### config.mk
export PLATFORM = sky130hd
export DESIGN_NAME = smm_mem_steer
export DESIGN_NICKNAME = d
export VERILOG_FILES = /design/src/rtl/smm_steer_pkg.sv /design/src/rtl/smm_sync.sv /design/src/rtl/smm_win_dec.sv /design/src/rtl/smm_flush_seq.sv /design/src/rtl/smm_mem_steer.sv
export SDC_FILE = /design/constraint.sdc
export NUM_CORES = 1
export LEC_CHECK = 0
export BUFFER_PORTS_ARGS = -buffer_cell sky130_fd_sc_hd__buf_2
export CELL_PAD_IN_SITES_DETAIL_PLACEMENT = 1
export CELL_PAD_IN_SITES_GLOBAL_PLACEMENT = 2
export CORE_ASPECT_RATIO = 0.5
export CORE_MARGIN = 2
export CORE_UTILIZATION = 28
export CTS_BUF_LIST = sky130_fd_sc_hd__clkbuf_8
export CTS_CLUSTER_DIAMETER = 120
export DETAILED_ROUTE_END_ITERATION = 6
export PLACE_DENSITY = 0.88
export REMOVE_ABC_BUFFERS = 1
export SYNTH_ARGS = -nofsm -noshare
export SYNTH_HDL_FRONTEND = slang
export SYNTH_SLANG_ARGS = --single-unit
### constraint.sdc
create_clock -name clk -period 4.8 [get_ports clk]
set_clock_uncertainty 0.2 [all_clocks]
set_input_delay 0.48 -clock clk [delete_from_list [all_inputs] [get_ports clk]]
set_output_delay 0.48 -clock clk [all_outputs]
set_load 0.03 [all_outputs]
### src/rtl/smm_steer_pkg.sv
package smm_steer_pkg;
   typedef enum logic [1:0] {
      FL_IDLE  = 2'd0,
      FL_ENTRY = 2'd1,
      FL_EXIT  = 2'd2
   } flush_kind_e;
endpackage

### src/rtl/smm_sync.sv
module smm_sync #(
   parameter int STAGES = 2
) (
   input  logic clk,
   input  logic rst_n,
   input  logic async_n,
   output logic level_n,
   output logic fall,
   output logic rise
);
   generate
      if (STAGES < 2) begin : g_bad
         $error("smm_sync: STAGES must be at least 2");
      end
   endgenerate

   logic [STAGES-1:0] chain;
   logic              prev_n;

   always_ff @(posedge clk or negedge rst_n) begin
      if (!rst_n) begin
         chain  <= '1;
         prev_n <= 1'b1;
      end else begin
         chain  <= {chain[STAGES-2:0], async_n};
         prev_n <= chain[STAGES-1];
      end
   end

   assign level_n = chain[STAGES-1];
   assign fall    = prev_n & ~level_n;
   assign rise    = ~prev_n & level_n;

   assert_edge_follows_input_R6: assert property (@(posedge clk) disable iff (!rst_n)
      fall |-> !$past(chain[0]));
endmodule

### src/rtl/smm_win_dec.sv
module smm_win_dec #(
   parameter int ADDR_W = 32,
   parameter int WIN_LG = 15
) (
   input  logic [ADDR_W-1:0] addr,
   input  logic [ADDR_W-1:0] base,
   output logic              hit
);
   generate
      if (WIN_LG >= ADDR_W) begin : g_bad
         $error("smm_win_dec: WIN_LG must be below ADDR_W");
      end else if (WIN_LG == 0) begin : g_exact
         assign hit = (addr == base);
      end else begin : g_slice
         assign hit = (addr[ADDR_W-1:WIN_LG] == base[ADDR_W-1:WIN_LG]);
      end
   endgenerate
endmodule

### src/rtl/smm_flush_seq.sv
module smm_flush_seq
   import smm_steer_pkg::*;
#(
   parameter int PULSE_CLKS = 2,
   localparam int CW = $clog2(PULSE_CLKS + 1)
) (
   input  logic clk,
   input  logic rst_n,
   input  logic fall,
   input  logic rise,
   input  logic overlay,
   input  logic cache_en_n,
   output logic flush_n,
   output logic exit_busy
);
   generate
      if (PULSE_CLKS < 1) begin : g_bad
         $error("smm_flush_seq: PULSE_CLKS must be at least 1");
      end
   endgenerate

   localparam logic [CW-1:0] LOAD = CW'(PULSE_CLKS);

   logic [CW-1:0] cnt;
   flush_kind_e   kind;
   logic          cache_off;
   logic          start_entry, start_exit;

   assign start_entry = fall & overlay;
   assign start_exit  = rise & overlay & ~cache_off;

   always_ff @(posedge clk or negedge rst_n) begin
      if (!rst_n) begin
         cnt       <= '0;
         kind      <= FL_IDLE;
         cache_off <= 1'b0;
      end else begin
         if (fall)
            cache_off <= 1'b0;
         else if (cnt != '0 && kind == FL_ENTRY && cache_en_n)
            cache_off <= 1'b1;

         if (start_entry) begin
            cnt  <= LOAD;
            kind <= FL_ENTRY;
         end else if (start_exit) begin
            cnt  <= LOAD;
            kind <= FL_EXIT;
         end else if (cnt != '0) begin
            cnt <= cnt - 1'b1;
            if (cnt == CW'(1)) kind <= FL_IDLE;
         end
      end
   end

   assign flush_n   = (cnt == '0);
   assign exit_busy = (kind == FL_EXIT) | start_exit;

   assert_flush_needs_edge_R6: assert property (@(posedge clk) disable iff (!rst_n)
      $fell(flush_n) |-> $past(fall || rise));
   assert_no_flush_separate_R9: assert property (@(posedge clk) disable iff (!rst_n)
      $fell(flush_n) |-> $past(overlay));
   assert_exit_skip_when_off_R8: assert property (@(posedge clk) disable iff (!rst_n)
      (rise && cache_off) |=> !(kind == FL_EXIT && $fell(flush_n)));
endmodule

### src/rtl/smm_mem_steer.sv
module smm_mem_steer #(
   parameter int ADDR_W      = 32,
   parameter int WIN_LG      = 15,
   parameter int PULSE_CLKS  = 2,
   parameter int SYNC_STAGES = 2
) (
   input  logic              clk,
   input  logic              rst_n,
   input  logic              smi_act_n,
   input  logic              cache_en_n,
   input  logic              cfg_overlay,
   input  logic [ADDR_W-1:0] cfg_base,
   input  logic              mem_req,
   input  logic              mem_from_cpu,
   input  logic [ADDR_W-1:0] mem_addr,
   output logic              smram_cs,
   output logic              main_cs,
   output logic              flush_n,
   output logic              exit_flush_busy
);
   logic              smm_level_n, smm_fall, smm_rise;
   logic              ovl_q;
   logic [ADDR_W-1:0] base_q;
   logic              win_hit;

   smm_sync #(.STAGES(SYNC_STAGES)) u_sync (
      .clk(clk), .rst_n(rst_n), .async_n(smi_act_n),
      .level_n(smm_level_n), .fall(smm_fall), .rise(smm_rise));

   always_ff @(posedge clk or negedge rst_n) begin
      if (!rst_n) begin
         ovl_q  <= 1'b1;
         base_q <= '0;
      end else if (smm_level_n) begin
         ovl_q  <= cfg_overlay;
         base_q <= cfg_base;
      end
   end

   smm_win_dec #(.ADDR_W(ADDR_W), .WIN_LG(WIN_LG)) u_dec (
      .addr(mem_addr), .base(base_q), .hit(win_hit));

   smm_flush_seq #(.PULSE_CLKS(PULSE_CLKS)) u_flush (
      .clk(clk), .rst_n(rst_n), .fall(smm_fall), .rise(smm_rise),
      .overlay(ovl_q), .cache_en_n(cache_en_n),
      .flush_n(flush_n), .exit_busy(exit_flush_busy));

   always_comb begin
      smram_cs = 1'b0;
      main_cs  = 1'b0;
      if (mem_req && !exit_flush_busy) begin
         if (!win_hit)
            main_cs = 1'b1;
         else if (!smm_level_n && mem_from_cpu)
            smram_cs = 1'b1;
         else if (ovl_q)
            main_cs = 1'b1;
      end
   end

   assert_cs_exclusive_R2: assert property (@(posedge clk) disable iff (!rst_n)
      $onehot0({smram_cs, main_cs}));
   assert_smram_cpu_only_R3: assert property (@(posedge clk) disable iff (!rst_n)
      smram_cs |-> (mem_from_cpu && mem_req && !smm_level_n));
   assert_busy_blocks_cs_R11: assert property (@(posedge clk) disable iff (!rst_n)
      exit_flush_busy |-> (!smram_cs && !main_cs));
   assert_cfg_frozen_R10: assert property (@(posedge clk) disable iff (!rst_n)
      (!smm_level_n && !$past(smm_level_n)) |-> ($stable(ovl_q) && $stable(base_q)));
endmodule

* Yosys cells after proc, flatten, opt, wreduce, memory -nomap -nowiden
Cells that the tools add are included.
Cells by class: add/subtract/negate cells 1, bitwise gates (word level) 9, reductions and logical operators 12, equality and inequality tests 4, muxes and demuxes 16
Operators with widths (number):
- $eq A17 B17 Y1 | 1
- $mux W2 | 7
- $mux W1 | 9
- $reduce_bool A3 Y1 | 2
- $and A1 B1 Y1 | 5
- $eq A2 B1 Y1 const B | 2
- $logic_and A1 B1 Y1 | 4
- $reduce_bool A2 Y1 | 2
- $not A1 Y1 | 3
- $eq A2 B2 Y1 const B | 1
- $logic_not A1 Y1 | 2
- $logic_not A2 Y1 | 1
- $reduce_and A2 Y1 | 1
- $sub A2 B1 Y2 const B | 1
- $or A1 B1 Y1 | 1
Storage, ports and cells: logic and storage cells 49, output and inout bits 4, input port bits 71, flip-flop bits (word level) 41

* Depth between registers and ports, before layout
Gate-level depths: netlist (run 1).
word-level depth 8, gate-level depth with buffers 5, gate-level depth less buffers 5

* Cells and area by module
From an unflattened synthesis (run 1), not the netlist that was laid out.
Second synthesis, totals: cells, all modules 128, area, all modules 1960.6 µm²
By module, submodules not included:
- smm_mem_steer | sequential area each 827.0 µm², instances 1, cells each 75, area an instance 1415.1 µm²
- smm_flush_seq | sequential area each 125.1 µm², instances 1, cells each 25, area an instance 261.5 µm²
- smm_win_dec | sequential area each 0.0 µm², instances 1, cells each 23, area an instance 190.2 µm²
- smm_sync | sequential area each 78.8 µm², instances 1, cells each 5, area an instance 93.8 µm²

* Worst setup path before layout (run 1)
Ideal clock, no wire load.
path type reg2out, from register u_sync.chain[1], to output main_cs, data arrival time 1.494 ns, data required time 4.120 ns, setup slack 2.626 ns, cell stages (with the launch flop) 5, path buffers 1, path through dfstp_2 > buf_2 > nor2b_1 > nand2b_1 > a31oi_1
Between the ends: word-level cells in the longest chain between the ends 7, elaborated cells between the ends (all ways) 11, classes of those cells mux (3); bitwise (4); reduce/logical (4)
RTL lines:
- from (decl) | line smm_sync.sv:17 | logic [STAGES-1:0] chain;
- from (signal assigned) | line smm_sync.sv:25 | chain <= {chain[STAGES-2:0], async_n};
- $and A1 B1 Y1 | line smm_sync.sv:32 | assign rise = ~prev_n & level_n;
- $and A1 B1 Y1 (2 in a row) | line smm_flush_seq.sv:30 | assign start_exit = rise & overlay & ~cache_off;
- $or A1 B1 Y1 | line smm_flush_seq.sv:57 | assign exit_busy = (kind == FL_EXIT) | start_exit;
- $logic_not A1 Y1 | line smm_mem_steer.sv:51 | if (mem_req && !exit_flush_busy) begin
- $logic_and A1 B1 Y1 | line smm_mem_steer.sv:51
- $mux W1 (*) | line smm_mem_steer.sv:51
- to (decl) | line smm_mem_steer.sv:17 | output logic main_cs,
Every way passes the cells marked *; elsewhere a longest branch is shown, timed or not.

* Worst setup path in the final report (run 1)
from register u_sync.chain[1], to output smram_cs
Between the ends: word-level cells in the longest chain between the ends 7, elaborated cells between the ends (all ways) 11, classes of those cells mux (3); bitwise (4); reduce/logical (4)
RTL lines:
- $and A1 B1 Y1 | line smm_sync.sv:32
- $and A1 B1 Y1 (2 in a row) | line smm_flush_seq.sv:30
- $or A1 B1 Y1 | line smm_flush_seq.sv:57
- $logic_not A1 Y1 | line smm_mem_steer.sv:51
- $logic_and A1 B1 Y1 | line smm_mem_steer.sv:51
- $mux W1 (*) | line smm_mem_steer.sv:51
- to (decl) | line smm_mem_steer.sv:16 | output logic smram_cs,
Marked as above.

==> results of run 1 <==
[synthesized netlist by cell type (all sizes together)]
library cell,number,area (um^2)
nand4,3,18.8
nand2b,1,6.26
o21ai,1,5.00
nor3b,1,12.5
nand2,1,3.75
xnor2,12,105
inv,4,15.0
nor2,2,7.51
or2,1,6.26
a31oi,1,6.26
mux2i,1,10.0
xor2,6,52.6
mux2,18,203
a21oi,1,5.00
o211ai,1,7.51
dfrtp,22,551
nor2b,2,12.5
nor4,2,18.8
buf,2,12.5
and4b,1,10.0
a22o,2,17.5
ha,2,25.0
a41oi,1,8.76
o21a,1,7.51
dfstp,4,105
[worst paths after layout]
path                            startpoint  depth (start not counted)              end  slack, ns
hold reg to reg            u_sync.chain[0]                          0  u_sync.chain[1]       0.16
setup / recovery           u_sync.chain[1]                          5         smram_cs       2.04
min in group clk                 smi_act_n                          1  u_sync.chain[0]       0.10
hold / removal                       rst_n                          1       base_q[20]     -0.008
setup reg to reg           u_sync.chain[1]                          4  u_flush.kind[1]       2.82
max in group asynchronous            rst_n                          1    u_sync.prev_n       4.03
[kinds of logic after synthesis]
family	share of synthesized area (%)
AOI/OAI and AO/OA	4.67
and+or+nand+nor	7.82
xor gates and xnor gates	12.8
buffers and inverters	2.23
DFF	53.2
muxes	17.3
adders and majority gates	2.03
[where the power goes]
part	internal (mW)	total, mW	switching (mW)
registers	0.257	0.285	0.0278
clock network	0.112	0.179	0.0673
logic	0.0751	0.156	0.0808
total	0.444	0.620	0.176
[registers in the layout (all words and copies together) (netlist names)]
| register | cells |
|---|---|
| u_flush.cache_off | 1 |
| u_flush.kind | 2 |
| ovl_q | 1 |
| u_flush.cnt | 2 |
| base_q | 17 |
| u_sync.chain | 2 |
| u_sync.prev_n | 1 |
[through the flow]
stage                     power (mW)  util [%]
after detailed placement       0.450      37.1
final                          0.620      38.9
after global routing           0.663      38.9
after floorplan                0.395         -
after global placement         0.441      37.1
after CTS                      0.631      38.9
[routing by layer]
metal | share of wire [%] | wire [um]
met5 | 0 | 0
met2 | 54 | 1300
met3 | 3.1 | 74
met1 | 41 | 974
met4 | 1.7 | 41
[cell type report]
class | count | area [um^2] | share of cell area (%)
tap | 54 | 67.6 | 4.28
sequential | 26 | 656 | 41.5
clock inverter | 1 | 30.0 | 1.90
multi-input combinational | 61 | 549 | 34.8
inverter | 4 | 15.0 | 0.951
timing repair buffer | 44 | 220 | 13.9
clock buffer | 3 | 41.3 | 2.61
==> impl_metrics.json, run 1 <==
{
  "worst-setup-path-type": "flop to primary output",
  "timing.max_slew.rel_slack_pct": 62.0,
  "failing_checks": "hold timing",
  "start_util_pct": 30.3,
  "worst_ir_drop_on_vdd_mv": 0.174,
  "drt.antenna.violating_nets": 0,
  "tritoncts": "built",
  "syn_area_um2": 1230,
  "fmax_ghz": 0.363,
  "path_cells": "nor3b_2 > nand2_1 > o211ai_1 > and4b_1 > buf_2",
  "critical_path.top_delay_family": "flip-flops",
  "vias_per_cell": 4.57,
  "via_count_of_the_first_global_routing_pass": 969,
  "maximum_number_of_pins_on_one_net_before_global_route_repair": 27,
  "placed_area_um2": 1510,
  "grt_setup_unrepaired": "false",
  "detail_route.drc_violations": 0,
  "hold_viol": 5,
  "end_kind": "primary output",
  "cts_htree_levels": 1,
  "critPathBufInv": 1,
  "drt-initial-drc-count": 13,
  "yosys_warnings": 0,
  "gr-usage-all-layers_pct": 10.9,
  "avgSynthCellArea_um2": 13.3,
  "busiest_layer": "met2",
  "timing.final.crit_period_ns": 2.76,
  "final_nets": 213,
  "fp-row-count": 16,
  "number_of_distinct_library_cell_variants_in_the_gate_level_netlist_after_synthesis": 27,
  "status": "complete, but fails checks",
  "met3_usage_pct": 2.60,
  "cpPeakStageDelay_ns": 0.86,
  "p_leak_nw": 0.726,
  "clk_latency_ns": 0.27,
  "place.gp.congestion": 0.694,
  "dp_slack_ns": 2.32,
  "setup_tns_ns": 0,
  "finalWirelength_um": 2390,
  "hold_slack_ns": -0.00752,
  "share_of_synthesized_area_occupied_by_flip_flops_and_latches_pct": 53.2,
  "die_x_um": 97.8,
  "cts_setup_buffers": 0,
  "crit_required_ns": 4.12,
  "num_vias": 882,
  "global_route.usage.met2_pct": 20.5,
  "post_cts_hold_buffer_count": 0,
  "worstMarginPinSlew_ns": 0.569,
  "synthToLayoutAreaGrowth_pct": 28.1,
  "cts.repair.resized": 0,
  "gr-usage-met1_pct": 12.0,
  "place_inst": 189,
  "timing.critical_path.arrival_ns": 2.08,
  "post_layout_nonfiller_instances": 193,
  "crit_path_start_kind": "flop",
  "count_of_pins_over_their_slew_limit": 0,
  "place.detailed.hpwl_um": 1910,
  "number_of_detailed_routing_iterations_run_before_antenna_repair": 2,
  "design.die.area_um2": 4980,
  "stdcell_area_um2": 1580,
  "final-setup-viol-count": 0,
  "fill_cells": 452,
  "grt_pass1_wl_um": 4280,
  "final_min_period_over_clock_period_pct": 57.4,
  "postSynthRegisterBits": 26,
  "cellPowerDensity_nw_per_um2": 392,
  "slowest_stage": "dfstp_2",
  "ios": 75,
  "grt_antenna_before_repair": 0,
  "mostFrequentLayoutCells": "44 x buf_2, 22 x dfrtp_1, 18 x mux2_1",
  "number_of_buffers_created_by_cts": 3,
  "die_height_um": 50.9,
  "placement.io_buffers": 44,
  "antenna_cells": 0,
  "layout.cells.most_common": "buf_2",
  "syn_inst": 93,
  "global_route.overflow_total": 0,
  "min_path_type": "primary input to async pin",
  "timing.final.ws_setup_ns": 2.04,
  "core_area_um2": 4060,
  "layout_cells_sized_above_1_pct": 38.8,
  "cts_root_buf": "clkbuf_8",
  "cts_sinks": 26,
  "worstPathMaxFanout": 22,
  "cap_violations": 0,
  "clk_path_buf_depth": 2,
  "worst_path_clk_slew_ns": 0.09,
  "average_detailed_routed_wire_length_per_instance_um": 12.4
}
(Power assumes the default switching activity.)
==> run 2: changes to the inputs <==
--- a/config.mk
+++ b/config.mk
@@ -10,11 +10,11 @@
 export CELL_PAD_IN_SITES_GLOBAL_PLACEMENT = 2
 export CORE_ASPECT_RATIO = 0.5
 export CORE_MARGIN = 2
-export CORE_UTILIZATION = 28
+export CORE_UTILIZATION = 23
 export CTS_BUF_LIST = sky130_fd_sc_hd__clkbuf_8
 export CTS_CLUSTER_DIAMETER = 120
 export DETAILED_ROUTE_END_ITERATION = 6
-export PLACE_DENSITY = 0.88
+export PLACE_DENSITY = 0.78
 export REMOVE_ABC_BUFFERS = 1
 export SYNTH_ARGS = -nofsm -noshare
 export SYNTH_HDL_FRONTEND = slang
==> constraint.sdc (replaced) <==
create_clock -name clk -period 2.5 [get_ports clk]
set_clock_uncertainty 0.2 [all_clocks]
set_input_delay 0.25 -clock clk [delete_from_list [all_inputs] [get_ports clk]]
set_output_delay 0.25 -clock clk [all_outputs]
set_load 0.03 [all_outputs]
==> run 2 against run 1 <==
Wire length grew 24%. Highest routed layer unchanged. Clock power is 97% higher. Count of clock-buffer cells in the layout did not move. The flow still finishes with violations (hold timing). Register-to-register slack got worse by 2.1 ns. Global-route usage down 0.094 points. Combinational power up 110%. Sequential power grew 91%. Critical endpoint unchanged. Largest cell class unchanged. Cell count grew 19%. Core utilization down 3.2 points. First-iteration DRC count is 100% higher. Via count rose by 5.9%.
==> impl_metrics.json, run 2 (same netlist as run 1, synthesis figures left out) <==
{
  "status": "complete, but fails checks",
  "failing_checks": "hold timing",
  "average_detailed_routed_wire_length_per_instance_um": 12.9,
  "clk_latency_ns": 0.27,
  "grt_setup_unrepaired": "false",
  "cts_root_buf": "clkbuf_8",
  "hold_viol": 1,
  "placement.io_buffers": 44,
  "critical_path.top_delay_family": "simple AND/OR/NAND/NOR gates",
  "antenna_cells": 0,
  "num_vias": 934,
  "place_inst": 206,
  "die_height_um": 55.8,
  "via_count_of_the_first_global_routing_pass": 1108,
  "detail_route.drc_violations": 0,
  "p_leak_nw": 0.810,
  "gr-usage-all-layers_pct": 10.8,
  "seqPwrFrac_pct": 44.2,
  "mostFrequentLayoutCells": "44 x buf_2, 22 x dfrtp_1, 19 x dlygate4sd3_1",
  "timing.final.ws_setup_ns": 0.216,
  "die_x_um": 108,
  "placed_area_um2": 1540,
  "place.detailed.hpwl_um": 2120,
  "dp_slack_ns": 0.516,
  "min_path_type": "primary input to flop",
  "number_of_detailed_routing_iterations_run_before_antenna_repair": 3,
  "cts.repair.resized": 0,
  "timing.final.crit_period_ns": 2.28,
  "count_of_pins_over_their_slew_limit": 0,
  "tritoncts": "built",
  "vias_per_cell": 4.08,
  "post_layout_nonfiller_instances": 229,
  "layout.cells.most_common": "buf_2",
  "grt_pass1_wl_um": 4980,
  "slowest_stage": "nor4_1",
  "finalWirelength_um": 2960,
  "power.share.combinational_pct": 27.1,
  "worst_path_clk_slew_ns": 0.09,
  "cts_htree_levels": 1,
  "synthToLayoutAreaGrowth_pct": 45.8,
  "final-setup-viol-count": 0,
  "worstPathMaxFanout": 2,
  "power.net_switching_mw": 0.359,
  "crit_path_start_kind": "flop",
  "worst-setup-path-type": "flop to primary output",
  "crit_required_ns": 2.05,
  "power_switching_share_pct": 29.2,
  "grt_antenna_before_repair": 0,
  "timing.critical_path.arrival_ns": 1.83,
  "end_kind": "primary output",
  "timing.max_slew.rel_slack_pct": 61.2,
  "path_cells": "xnor2_1 > nand4_1 > nor4_1 > and4b_1 > buf_2",
  "cellPowerDensity_nw_per_um2": 685,
  "ios": 75,
  "drt-initial-drc-count": 26,
  "design.die.area_um2": 6000,
  "worstMarginPinSlew_ns": 0.583,
  "power.internal_mw": 0.872,
  "final_nets": 233,
  "place.gp.congestion": 0.686,
  "clk_path_buf_depth": 2,
  "cap_violations": 0,
  "clockPowerShare_pct": 28.7,
  "stdcell_area_um2": 1800,
  "fmax_ghz": 0.438,
  "start_util_pct": 24.4,
  "critPathBufInv": 1,
  "cts_sinks": 26,
  "global_route.overflow_total": 0,
  "fp-row-count": 18,
  "largest_reg_flops": 17,
  "worst_ir_drop_on_vdd_mv": 0.301,
  "drt.antenna.violating_nets": 0,
  "number_of_buffers_created_by_cts": 3,
  "hold_slack_ns": -0.00126,
  "final_min_period_over_clock_period_pct": 91.4,
  "setup_tns_ns": 0,
  "layout_cells_sized_above_1_pct": 34.6,
  "regMostFlops": "base_q",
  "maximum_number_of_pins_on_one_net_before_global_route_repair": 27,
  "cpPeakStageDelay_ns": 0.41,
  "core_area_um2": 5040
}
[run 2: cell count changes in the layout (fill, tap and decap cells not counted)]
cell	before	now
dlygate4sd3_1	0	19
buf_4	0	1
[run 2: cell type report]
type / count / area (um^2)
clock inverters: 1 / 30.0
repair buffers: 64 / 418
multi-input cells: 61 / 549
inverters: 4 / 15.0
fillers: 575 / 3250
clock buffers: 3 / 41.3
flip-flops and latches: 26 / 656
well taps: 70 / 87.6
[run 2: repair_timing]
| action | in CTS | in global routing |
|---|---|---|
| setup buffers | 0 | 0 |
| hold endpoints to repair | 40 | 0 |
| hold buffers | 19 | 0 |
[run 2: power groups by stage]
stage / registers, mW / clock network, mW / logic [mW]
2_1_floorplan: 0.542 / 0 / 0.217
3_3_place_gp: 0.547 / 0 / 0.304
4_1_cts: 0.545 / 0.361 / 0.342
6_report: 0.545 / 0.353 / 0.334
5_1_grt: 0.555 / 0.377 / 0.378
3_5_place_dp: 0.552 / 0 / 0.319
[run 2: final timing paths]
kind                                       from              end  slack (ns)  cells past startpoint
min in group asynchronous                 rst_n   u_flush.cnt[1]        0.35                      2
worst max register to register  u_sync.chain[1]  u_flush.kind[0]        0.72                      5
worst min register to register  u_sync.chain[0]  u_sync.chain[1]        0.16                      0
worst min-delay path               cfg_base[29]       base_q[29]      -0.001                      2
max in group asynchronous                 rst_n       base_q[23]        1.37                      2
worst max-delay path                 base_q[20]         smram_cs        0.22                      5
[run 2: layer usage]
layer	vias to the layer above	track usage, %	part of all wire, %
li1	455	-	-
met1	462	12.0	40
met2	12	19.9	55
met3	5	2.58	3.4
met4	0	4.40	1.7
met5	-	0	0
[run 2: worst register-to-register path: stages, from the launching register on]
cell	delay (ns)
dfstp_2	0.54
buf_4	0.29
nor2b_1	0.12
o21a_1	0.21
a21oi_1	0.21
a22o_1	0.16
[run 2: per-stage QoR]
stage          utilization (%)  total power [mW]  hold WS (ns)
3_3_place_gp              30.4             0.851        0.0873
4_1_cts                   35.6              1.25       0.00335
5_1_grt                   35.6              1.31       0.00542
2_1_floorplan                -             0.759        -0.246
3_5_place_dp              30.4             0.871        0.0842
6_report                  35.6              1.23      -0.00126
==> run 3: changes to the inputs <==
--- a/config.mk
+++ b/config.mk
@@ -6,15 +6,13 @@
 export NUM_CORES = 1
 export LEC_CHECK = 0
 export BUFFER_PORTS_ARGS = -buffer_cell sky130_fd_sc_hd__buf_2
-export CELL_PAD_IN_SITES_DETAIL_PLACEMENT = 1
-export CELL_PAD_IN_SITES_GLOBAL_PLACEMENT = 2
 export CORE_ASPECT_RATIO = 0.5
 export CORE_MARGIN = 2
-export CORE_UTILIZATION = 23
+export CORE_UTILIZATION = 29
 export CTS_BUF_LIST = sky130_fd_sc_hd__clkbuf_8
 export CTS_CLUSTER_DIAMETER = 120
 export DETAILED_ROUTE_END_ITERATION = 6
-export PLACE_DENSITY = 0.78
+export PLACE_DENSITY = 0.62
 export REMOVE_ABC_BUFFERS = 1
 export SYNTH_ARGS = -nofsm -noshare
 export SYNTH_HDL_FRONTEND = slang
==> run 3 against run 2 <==
The flow now finishes without violations. Design area decreased by 5.9%. Clock power down 26%. Register-to-register slack better by 0.05 ns. Combinational power fell by 5%. Setup slack gained 0.0067 ns. Die area decreased by 20%. Non-clock buffer count decreased by 7. Hold slack improved by 0.0070 ns. Highest routed layer is now met3.
==> impl_metrics.json, run 3 (same netlist as run 1, synthesis figures left out) <==
{
  "clk_latency_ns": 0.27,
  "grt_antenna_before_repair": 0,
  "global_route.overflow_total": 0,
  "stdcell_area_um2": 1690,
  "crit_path_start_kind": "flop",
  "die_height_um": 50.1,
  "power_switching_share_pct": 29.4,
  "end_kind": "primary output",
  "crit_required_ns": 2.05,
  "number_of_buffers_created_by_cts": 3,
  "timing.final.crit_period_ns": 2.28,
  "timing.critical_path.arrival_ns": 1.83,
  "power.net_switching_mw": 0.330,
  "drt.antenna.violating_nets": 0,
  "seqPwrFrac_pct": 48.4,
  "detail_route.drc_violations": 0,
  "power.internal_mw": 0.792,
  "worst_ir_drop_on_vdd_mv": 0.205,
  "ios": 75,
  "timing.max_slew.rel_slack_pct": 62.1,
  "start_util_pct": 30.9,
  "count_of_pins_over_their_slew_limit": 0,
  "number_of_detailed_routing_iterations_run_before_antenna_repair": 5,
  "finalWirelength_um": 2330,
  "cellPowerDensity_nw_per_um2": 664,
  "hold_slack_ns": 0.00579,
  "layout.cells.most_common": "buf_2",
  "setup_tns_ns": 0,
  "grt_setup_unrepaired": "false",
  "fp-row-count": 16,
  "cts_htree_levels": 1,
  "final-setup-viol-count": 0,
  "final-seq-area_um2": 656,
  "regMostFlops": "base_q",
  "core_area_um2": 3980,
  "min_path_cells": 2,
  "vias_per_cell": 4.36,
  "largest_reg_flops": 17,
  "antenna_cells": 0,
  "final_min_period_over_clock_period_pct": 91.1,
  "cts_sinks": 26,
  "hold_viol": 0,
  "worstPathMaxFanout": 12,
  "drt-initial-drc-count": 14,
  "maximum_number_of_pins_on_one_net_before_global_route_repair": 27,
  "place.gp.congestion": 0.706,
  "placed_area_um2": 1520,
  "p_leak_nw": 0.774,
  "worst_r2r_path_depth": 4,
  "min_path_type": "primary input to flop",
  "timing.final.ws_setup_ns": 0.222,
  "die_x_um": 96.2,
  "grt_pass1_wl_um": 4050,
  "tritoncts": "built",
  "num_vias": 898,
  "average_detailed_routed_wire_length_per_instance_um": 11.3,
  "power.share.combinational_pct": 28.2,
  "clk_path_buf_depth": 2,
  "placement.io_buffers": 44,
  "fill_cells": 388,
  "synthToLayoutAreaGrowth_pct": 37.2,
  "final_nets": 226,
  "place_inst": 190,
  "dp_slack_ns": 0.499,
  "clockPowerShare_pct": 23.4,
  "worst_path_clk_slew_ns": 0.09,
  "worstMarginPinSlew_ns": 0.569,
  "fmax_ghz": 0.439,
  "via_count_of_the_first_global_routing_pass": 959,
  "mostFrequentLayoutCells": "44 x buf_2, 22 x dfrtp_1, 18 x mux2_1",
  "multi_input_area_um2": 549,
  "gr-usage-all-layers_pct": 10.9,
  "worst-setup-path-type": "flop to primary output",
  "cap_violations": 0,
  "design.die.area_um2": 4820,
  "cts_root_buf": "clkbuf_8",
  "place.detailed.hpwl_um": 1810,
  "post_layout_nonfiller_instances": 206,
  "layout_cells_sized_above_1_pct": 36.2,
  "status": "complete, no violations"
}
run 3: cell count changes in the layout (fill, tap and decap cells not counted):
cell,before,now
dlygate4sd3_1,19,12
bufinv_16,1,0
clkbuf_8,3,4
run 3: what timing repair did:
| item | 4_1_cts | 5_1_grt |
|---|---|---|
| gates resized for setup | 0 | 0 |
| hold endpoints to repair | 31 | 2 |
| hold buffers | 10 | 2 |
| buffers inserted | 0 | 0 |
run 3: layout make-up:
class | count | share of cell area, %
sequential | 26 | 38.8
clock buffer | 4 | 3.26
tap | 54 | 4.00
inverter | 4 | 0.888
timing repair buffer | 57 | 20.6
multi-input combinational | 61 | 32.5
run 3: stage by stage:
stage / total power [mW] / utilization (%)
floorplan: 0.759 / -
global placement: 0.848 / 38.0
detailed placement: 0.862 / 38.0
CTS: 1.14 / 41.9
global route: 1.21 / 42.4
finish: 1.12 / 42.4
run 3: power by group through the flow:
| stage | sequential [mW] | combinational (mW) | clock, mW |
|---|---|---|---|
| 2_1_floorplan | 0.542 | 0.217 | 0 |
| 3_3_place_gp | 0.549 | 0.299 | 0 |
| 3_5_place_dp | 0.552 | 0.310 | 0 |
| 4_1_cts | 0.544 | 0.323 | 0.276 |
| 5_1_grt | 0.552 | 0.362 | 0.297 |
| 6_report | 0.543 | 0.317 | 0.262 |
run 3: worst max-delay path: stages, from the launching register on:
cell and delay, ns:
dfstp_2 0.69, nor3b_2 0.28, nand2_1 0.10, o211ai_1 0.11, and4b_1 0.21, buf_2 0.17
run 3: path summary, 6_finish.rpt:
check / startpoint / endpoint / slack, ns
min: cfg_base[26] / base_q[26] / 0.006
min in group asynchronous: rst_n / base_q[20] / 0.33
max reg2reg: u_sync.chain[1] / u_flush.kind[1] / 0.77
max in group asynchronous: rst_n / base_q[23] / 1.38
max: u_sync.chain[1] / smram_cs / 0.22
min reg2reg: u_sync.chain[0] / u_sync.chain[1] / 0.16
run 3: metal layers:
| layer | global-route usage, % | share of wire [%] | vias to the layer above |
|---|---|---|---|
| li1 | - | - | 442 |
| met1 | 12.0 | 39 | 442 |
| met2 | 20.5 | 57 | 14 |
| met3 | 2.91 | 3.4 | 0 |
| met4 | 2.86 | 0 | 0 |
| met5 | 0 | 0 | - |
